**src/rtl/seg_xlate.sv**
```systemverilog
module seg_xlate #(
  parameter int SEG_COUNT = 8,
  parameter int SEG_W     = 4,
  parameter int OFF_W     = 28,
  parameter int AW        = 32
) (
  input  logic                         clk,
  input  logic                         rst_n,
  input  logic                         tbl_we,
  input  logic [$clog2(SEG_COUNT)-1:0] tbl_sel,
  input  logic [AW-1:0]                tbl_base,
  input  logic [AW-1:0]                tbl_bound,
  input  logic                         tbl_vld,
  input  logic                         tbl_rd_ok,
  input  logic                         tbl_wr_ok,
  input  logic                         req_valid,
  output logic                         req_ready,
  input  logic [SEG_W+OFF_W-1:0]       req_vaddr,
  input  logic                         req_write,
  output logic                         rsp_valid,
  output logic [AW-1:0]                rsp_paddr,
  output logic [1:0]                   rsp_fault
);
  localparam int IDX_W = $clog2(SEG_COUNT);
  localparam int EXT_W = AW - OFF_W;
  localparam logic [1:0] F_NONE  = 2'b00;
  localparam logic [1:0] F_INVAL = 2'b01;
  localparam logic [1:0] F_BOUND = 2'b10;
  localparam logic [1:0] F_PERM  = 2'b11;

  logic [AW-1:0] base_q  [SEG_COUNT];
  logic [AW-1:0] bound_q [SEG_COUNT];
  logic [SEG_COUNT-1:0] vld_q, rd_q, wr_q;

  always_ff @(posedge clk) begin
    if (!rst_n) begin
      vld_q <= '0;
      rd_q  <= '0;
      wr_q  <= '0;
      for (int i = 0; i < SEG_COUNT; i++) begin
        base_q[i]  <= '0;
        bound_q[i] <= '0;
      end
    end else if (tbl_we) begin
      base_q[tbl_sel]  <= tbl_base;
      bound_q[tbl_sel] <= tbl_bound;
      vld_q[tbl_sel]   <= tbl_vld;
      rd_q[tbl_sel]    <= tbl_rd_ok;
      wr_q[tbl_sel]    <= tbl_wr_ok;
    end
  end

  logic [SEG_W-1:0] seg;
  logic [IDX_W-1:0] idx;
  logic [AW-1:0]    off;
  logic             in_range, hit, over, deny, accept;
  logic [1:0]       fault_d;

  assign seg      = req_vaddr[SEG_W+OFF_W-1:OFF_W];
  assign idx      = seg[IDX_W-1:0];
  assign off      = {{EXT_W{1'b0}}, req_vaddr[OFF_W-1:0]};
  assign in_range = 32'(seg) < SEG_COUNT;
  assign hit      = in_range && vld_q[idx];
  assign over     = off >= bound_q[idx];
  assign deny     = req_write ? !wr_q[idx] : !rd_q[idx];
  assign fault_d  = !hit ? F_INVAL : over ? F_BOUND : deny ? F_PERM : F_NONE;
  assign req_ready = rst_n;
  assign accept    = req_valid && req_ready;

  always_ff @(posedge clk) begin
    if (!rst_n) begin
      rsp_valid <= 1'b0;
      rsp_fault <= F_NONE;
      rsp_paddr <= '0;
    end else begin
      rsp_valid <= accept;
      if (accept) begin
        rsp_fault <= fault_d;
        rsp_paddr <= (fault_d == F_NONE) ? base_q[idx] + off : '0;
      end
    end
  end
endmodule

```
**config.mk**
```make
export PLATFORM = sky130hd
export DESIGN_NAME = seg_xlate
export DESIGN_NICKNAME = d
export VERILOG_FILES = /design/src/rtl/seg_xlate.sv
export SDC_FILE = /design/constraint.sdc
export NUM_CORES = 1
export LEC_CHECK = 0
export ABC_CLOCK_PERIOD_IN_PS = 6400
export CAP_MARGIN = 20
export CORE_AREA = 5 5 217 219
export DETAILED_ROUTE_END_ITERATION = 8
export DIE_AREA = 0 0 222 224
export GPL_ROUTABILITY_DRIVEN = 0
export PLACE_DENSITY = 0.82
export REMOVE_ABC_BUFFERS = 1
export SYNTH_ARGS = -nofsm -noshare
export SYNTH_HDL_FRONTEND = slang
export SYNTH_SLANG_ARGS = --single-unit
```
**constraint.sdc**
```tcl
create_clock -name clk -period 6.4 [get_ports clk]
set_input_delay 1.28 -clock clk [delete_from_list [all_inputs] [get_ports clk]]
set_output_delay 1.28 -clock clk [all_outputs]
set_load 0.05 [all_outputs]
```
==> results.txt, run 1 <==
status -> completed
initial antenna violation count -> 5
Hold Path Class -> reg2reg
RSZ-0062 raised after global routing -> no
drt drc -> 0
global-route wire length before repair -> 100 mm
mux cell area share after synthesis -> 13.4%
initial DRC count -> 1,707
Switching Fraction -> 23.1%
Logic pwr share -> 11.5%
Post-CTS Hold Buffers -> 0
Setup violations, final -> 0
max cap viols -> 0
GRT Util Overall -> 26.6%
Avg Inst Size Synth -> 14.9 sq um
area delta synth->final -> 14.9%
Crit path max-delay family -> compound AO/OA/AOI/OAI gates
fmax -> 207 MHz
worst-case vdd ir drop -> 0.191 mV
final instance area -> 30,500 sq um
worst-path cell chain -> clkbuf_8 > buf_4 > mux4_2 > mux2_2 > ha_1 > nand2_1 > o21ai_0 > a211oi_1 > nor3_2 > o21ai_0 > a2111oi_1 > xor2_1 > o21ai_0
Die Y -> 224 um
Max Buffers Root-to-Sink -> 3
clk sinks -> 571
Initial Utilization -> 59.2%
row count -> 78
wirelength, routed -> 66.7 mm
postcts setup bufs -> 0
max-slew violations -> 0
First-pass DRT Iterations -> 6
nets -> 2,069
sw power -> 2.00 mW
Worst Hold Margin -> 0.463 ns
most used cell, CP -> o21ai_0
antenna viol nets, final -> 0
Die ar. -> 49,700 sq um
reg-to-reg startpoint -> base_q[6][0]$_SDFFCE_PN0P_
Layout Utilization -> 68.0%
vias in the first global route -> 16,700
Worst EP required -> 6.88 ns
Post-synth ARST share -> 0%
I/O Buffers -> 142
Post-synth EDFFs -> 512
H-tree levels -> 2
reg2reg end -> rsp_paddr[18]$_SDFFE_PN0P_
skew final -> 0.0215 ns
Final Hold Viols -> 0
Placed Cells incl. Taps -> 2,447
post-synth cell types -> 60
xor and xnor fraction of the mapped netlist area -> 0.857%
CP max-delay cell -> mux4_2
Worst setup EP type -> flop
Slew headroom -> 27.6%
Num CTS Buffers -> 56
Top-Level Pins -> 143
wire length per cell -> 26.1 um
sequential area share after synthesis -> 62.3%
arrival time at the worst endpoint -> 5.32 ns
Clock Tree Root -> clkbuf_16
post_cts resized -> 0
number of synthesized register bits -> 571
largest net degree at the start of global routing -> 68
TritonCTS clock tree -> built
vias per cell -> 6.25
WS Path Type -> in2reg
via count -> 16,000
Critical Path Fanout Max -> 39
Non-Filler Instances -> 2,554
hold path start -> rsp_paddr[6]$_SDFFE_PN0P_
fin crit period -> 4.84 ns
Pleak -> 11.0 nW
Synth Area in Compound Gates -> 4.63%
total grt overflow -> 0
Final period util -> 75.6%
Worst Hold Path EP -> rsp_paddr[6]$_SDFFE_PN0P_
internal power -> 6.67 mW
Chip Width -> 222 um
crit-path max cell delay -> 0.56 ns
CORE AREA -> 44,900 sq um
register area -> 16,600 sq um
clock power share -> 38.3%
synth warn -> 0
simple-gate portion of the synthesized area -> 14.3%
path depth of the worst reg2reg path -> 12
PD cells -> 284 nW/um^2
Setup crit start kind -> input port
setup slack, reg-to-reg -> 2.53 ns
hold path cells -> 2
layout cells sized above 1 -> 15.5%
placed wire-length estimate -> 39.0 mm
later-pin clock latency in the skew report -> 0.60 ns
register share of total power -> 50.1%
CTS clk-pin slew, worst paths -> 0.06 ns
Mapped Cells -> 1,779
setup_tns -> 0 ns
commonest cells after routing, fill and taps aside -> and2_1 (512), edfxtp_1 (512), clkdlybuf4s50_1 (139)
synthesized cell area -> 26,600 sq um
CP bufs+invs -> 2
FILL cells -> 3,007
Worst Tran Pin Value -> 1.09 ns
largest family of logic cells by synthesized area -> simple AND/OR/NAND/NOR gates
adder-cell share of the synthesized area -> 2.71%
Cell Area, Placed -> 28,700 sq um
predominant post-synthesis flop cell -> edfxtp_1
area of the multi-input gates -> 9610 sq um
stage by stage:
| stage | total power [mW] | setup WS (ns) |
|---|---|---|
| after global routing | 8.94 | 1.31 |
| after floorplan | 5.00 | 1.92 |
| final | 8.67 | 1.56 |
| after detailed placement | 5.41 | 1.03 |
| after CTS | 8.69 | 1.65 |
| after global placement | 5.37 | 1.07 |
registers in the layout (all words and copies together) (netlist names):
register	count
base_q	256
bound_q	256
rd_q	8
rsp_fault	2
rsp_paddr	32
rsp_valid	1
vld_q	8
wr_q	8
final cells by class:
cell class                 instances  share of cell area [%]
antenna                            3                  0.0246
multi-input combinational       1088                    31.5
clock buffer                      82                    5.31
inverter                          16                   0.221
sequential                       571                    54.2
clock inverter                    22                   0.770
timing repair buffer             172                    5.55
tap                              600                    2.46
how the worst max path moves through the flow:
| stage | cells past startpoint | slack [ns] | end | from |
|---|---|---|---|---|
| after floorplan | 12 | 1.92 | rsp_paddr[18]$_SDFFE_PN0P_ | req_vaddr[28] |
| after global placement | 13 | 1.07 | rsp_paddr[18]$_SDFFE_PN0P_ | req_vaddr[28] |
| after detailed placement | 13 | 1.03 | rsp_paddr[18]$_SDFFE_PN0P_ | req_vaddr[28] |
| after CTS | 13 | 1.65 | rsp_paddr[31]$_SDFFE_PN0P_ | req_vaddr[28] |
| after global routing | 13 | 1.31 | rsp_paddr[31]$_SDFFE_PN0P_ | req_vaddr[28] |
| final | 13 | 1.56 | rsp_paddr[31]$_SDFFE_PN0P_ | req_vaddr[28] |
synth_stat cells, types with 7 or more instances:
| cell | n | share of area, % |
|---|---|---|
| nand2b_1 | 7 | 0.16 |
| buf_2 | 13 | 0.24 |
| a21o_1 | 15 | 0.42 |
| nor4_1 | 9 | 0.21 |
| a211oi_1 | 7 | 0.20 |
| mux2i_1 | 33 | 1.2 |
| a21oi_1 | 29 | 0.55 |
| clkbuf_1 | 82 | 1.2 |
| mux4_2 | 129 | 11 |
| ha_1 | 56 | 2.6 |
| nor2_1 | 25 | 0.35 |
| xor2_1 | 12 | 0.40 |
| o21ai_0 | 42 | 0.79 |
| xnor2_1 | 14 | 0.46 |
| o21a_1 | 8 | 0.23 |
| nor3_1 | 7 | 0.13 |
| mux2_2 | 29 | 1.2 |
| dfxtp_1 | 59 | 4.4 |
| nand3_1 | 10 | 0.19 |
| inv_1 | 16 | 0.23 |
| nand2_1 | 48 | 0.68 |
| edfxtp_1 | 512 | 58 |
| a22o_1 | 32 | 1.1 |
| buf_1 | 7 | 0.099 |
| and2_1 | 512 | 12 |
metal layers:
| metal | up-vias | part of all wire (%) | global-route usage, % |
|---|---|---|---|
| met5 | - | 0.048 | 0 |
| met4 | 4 | 3.2 | 9.41 |
| met3 | 135 | 9.6 | 5.19 |
| met2 | 832 | 49 | 43.3 |
| met1 | 8083 | 39 | 36.5 |
| li1 | 6912 | - | - |
worst min-delay path, stage by stage, from the launching register on:
cell and delay [ns]:
dfxtp_1 0.33, nand2_1 0.05, o21ai_0 0.06
power by group through the flow:
stage | clock network [mW] | registers (mW) | logic, mW
after floorplan | 0 | 4.40 | 0.593
after global placement | 0 | 4.41 | 0.964
after detailed placement | 0 | 4.43 | 0.987
after CTS | 3.34 | 4.35 | 0.996
after global routing | 3.51 | 4.36 | 1.07
final | 3.32 | 4.35 | 1.00
cells by family after synthesis:
group,after synthesis
AND/OR/NAND/NOR,639
flip-flops,571
multiplexers,191
AO/OA/AOI/OAI,175
buffers and inverters,120
adder cells (fa/ha/maj),57
XOR/XNOR,26
Power figures use the tool's default switching activity.
==> run 2: changes to the inputs <==
- ABC_CLOCK_PERIOD_IN_PS: 6400 -> 4300
- CORE_AREA: 5 5 217 219 -> 5 5 228 230
- DIE_AREA: 0 0 222 224 -> 0 0 233 235
- PLACE_DENSITY: 0.82 -> 0.79
- clock period: 6.4 -> 4.3 ns (I/O delays scaled with it)
==> results.txt, run 2 (same netlist as run 1, synthesis figures left out) <==
wirelength, routed -> 68.9 mm (was 66.7 mm)
postcts setup bufs -> 0 (unchanged)
Setup crit start kind -> input port (unchanged)
Worst setup EP type -> flop (unchanged)
status -> completed (unchanged)
Critical Path Fanout Max -> 6 (was 39)
global-route wire length before repair -> 104 mm (was 100 mm)
TritonCTS clock tree -> built (unchanged)
Worst Tran Pin Value -> 1.03 ns (was 1.09 ns)
commonest cells after routing, fill and taps aside -> and2_1 (512), edfxtp_1 (512), clkdlybuf4s50_1 (139) (unchanged)
setup_tns -> 0 ns (unchanged)
antenna viol nets, final -> 0 (unchanged)
RSZ-0062 raised after global routing -> no (unchanged)
Placed Cells incl. Taps -> 2,600 (was 2,447)
Initial Utilization -> 53.5% (was 59.2%)
Layout Utilization -> 63.6% (was 68.0%)
placed wire-length estimate -> 40.4 mm (was 39.0 mm)
PD cells -> 415 nW/um^2 (was 284 nW/um^2)
Worst EP required -> 4.78 ns (was 6.88 ns)
First-pass DRT Iterations -> 7 (was 6)
skew final -> 0.0216 ns (was 0.0215 ns)
wire length per cell -> 25.4 um (was 26.1 um)
Final period util -> 92.4%
nets -> 2,152 (was 2,069)
Worst Slack Setup Final -> 0.328 ns (was 1.56 ns)
GRT Util Overall -> 25.0% (was 26.6%)
Die Y -> 235 um (was 224 um)
Final Hold Viols -> 0 (unchanged)
Pleak -> 11.5 nW (was 11.0 nW)
layout cells sized above 1 -> 18.9% (was 15.5%)
Worst Hold Margin -> 0.481 ns (was 0.463 ns)
fmax -> 252 MHz
row count -> 82 (was 78)
Chip Width -> 233 um (was 222 um)
worst-case vdd ir drop -> 0.293 mV (was 0.191 mV)
initial antenna violation count -> 8 (was 5)
later-pin clock latency in the skew report -> 0.61 ns (was 0.60 ns)
hold path cells -> 1 (was 2)
setup slack, reg-to-reg -> 0.41 ns (was 2.53 ns)
arrival time at the worst endpoint -> 4.45 ns (was 5.32 ns)
initial DRC count -> 1,741 (was 1,707)
met2 WL -> 33.4 mm (was 32.4 mm)
total grt overflow -> 0 (unchanged)
Hold Path Class -> reg2reg (unchanged)
Top-Level Pins -> 143 (unchanged)
vias per cell -> 5.98 (was 6.25)
max cap viols -> 0 (unchanged)
Num CTS Buffers -> 58 (was 56)
via count -> 16,200 (was 16,000)
Max Buffers Root-to-Sink -> 3 (unchanged)
M1 WL -> 27.0 mm (was 25.7 mm)
vias in the first global route -> 17,200 (was 16,700)
Non-Filler Instances -> 2,712 (was 2,554)
Clock Tree Root -> clkbuf_16 (unchanged)
fin crit period -> 3.97 ns
Setup violations, final -> 0 (unchanged)
clk sinks -> 571 (unchanged)
uppermost layer routed -> met5 (unchanged)
max-slew violations -> 0 (unchanged)
Die ar. -> 54,800 sq um (was 49,700 sq um)
Slew headroom -> 31.0% (was 27.6%)
Power, Total -> 13.1 mW (was 8.67 mW)
post_cts resized -> 0 (unchanged)
drt drc -> 0 (unchanged)
final instance area -> 31,600 sq um (was 30,500 sq um)
DP Worst Slack -> -0.255 ns (was 1.03 ns)
Post-CTS Hold Buffers -> 0 (unchanged)
path depth of the worst reg2reg path -> 13 (was 12)
CTS clk-pin slew, worst paths -> 0.06 ns (about the same)
CORE AREA -> 49,700 sq um (was 44,900 sq um)
I/O Buffers -> 142 (unchanged)
WL met3 -> 6.55 mm (was 6.41 mm)
area delta synth->final -> 18.8% (was 14.9%)
Top Registers -> base_q x256, bound_q x256, rsp_paddr x32 (unchanged)
largest net degree at the start of global routing -> 68 (unchanged)
Cell Area, Placed -> 29,700 sq um (was 28,700 sq um)
H-tree levels -> 2 (unchanged)
WS Path Type -> in2reg (unchanged)
[run 2: cell types whose count changed in the layout (fill, tap and decap cells not counted), sizes merged]
cell      change
bufinv        -3
buf          +81
clkinvlp      -1
clkinv        +5
clkbuf        -4
diode         +1
inv           +7
[run 2: area by class of cell]
cell class / instances / area [sq um]
multi-input cells: 1088 / 9610
diodes: 4 / 10.0
repair buffers: 253 / 2600
inverters: 16 / 60.1
fillers: 3530 / 18100
clock buffers: 78 / 1680
well taps: 672 / 841
flip-flops and latches: 571 / 16600
clock inverters: 30 / 198
[run 2: report_power, final]
group / leakage, nW / switching [mW] / internal [mW]
sequential: 5.43 / 0.0912 / 6.38
clock: 0.937 / 2.10 / 2.86
combinational: 5.11 / 0.884 / 0.783
[run 2: final timing paths]
path	to	start
setup / recovery	rsp_paddr[24]$_SDFFE_PN0P_	req_vaddr[28]
hold / removal	wr_q[2]$_SDFFE_PN0P_	wr_q[2]$_SDFFE_PN0P_
setup reg to reg	rsp_paddr[24]$_SDFFE_PN0P_	base_q[3][0]$_SDFFCE_PN0P_
hold reg to reg	wr_q[2]$_SDFFE_PN0P_	wr_q[2]$_SDFFE_PN0P_
[run 2: layer usage]
layer	track usage, %	up-vias
met1	34.5	8181
met3	5.78	148
met5	0	-
li1	-	7093
met2	40.6	794
met4	6.77	10
[run 2: critical path: stages]
cell      delay [ns]
clkbuf_8        0.15
mux4_2          0.50
mux2_2          0.28
ha_1            0.21
fa_1            0.43
a211oi_2        0.24
o211ai_1        0.12
a311o_1         0.49
a31o_4          0.29
buf_4           0.14
o21ai_2         0.21
o22ai_1         0.17
nor4_1          0.25
o41ai_1         0.10
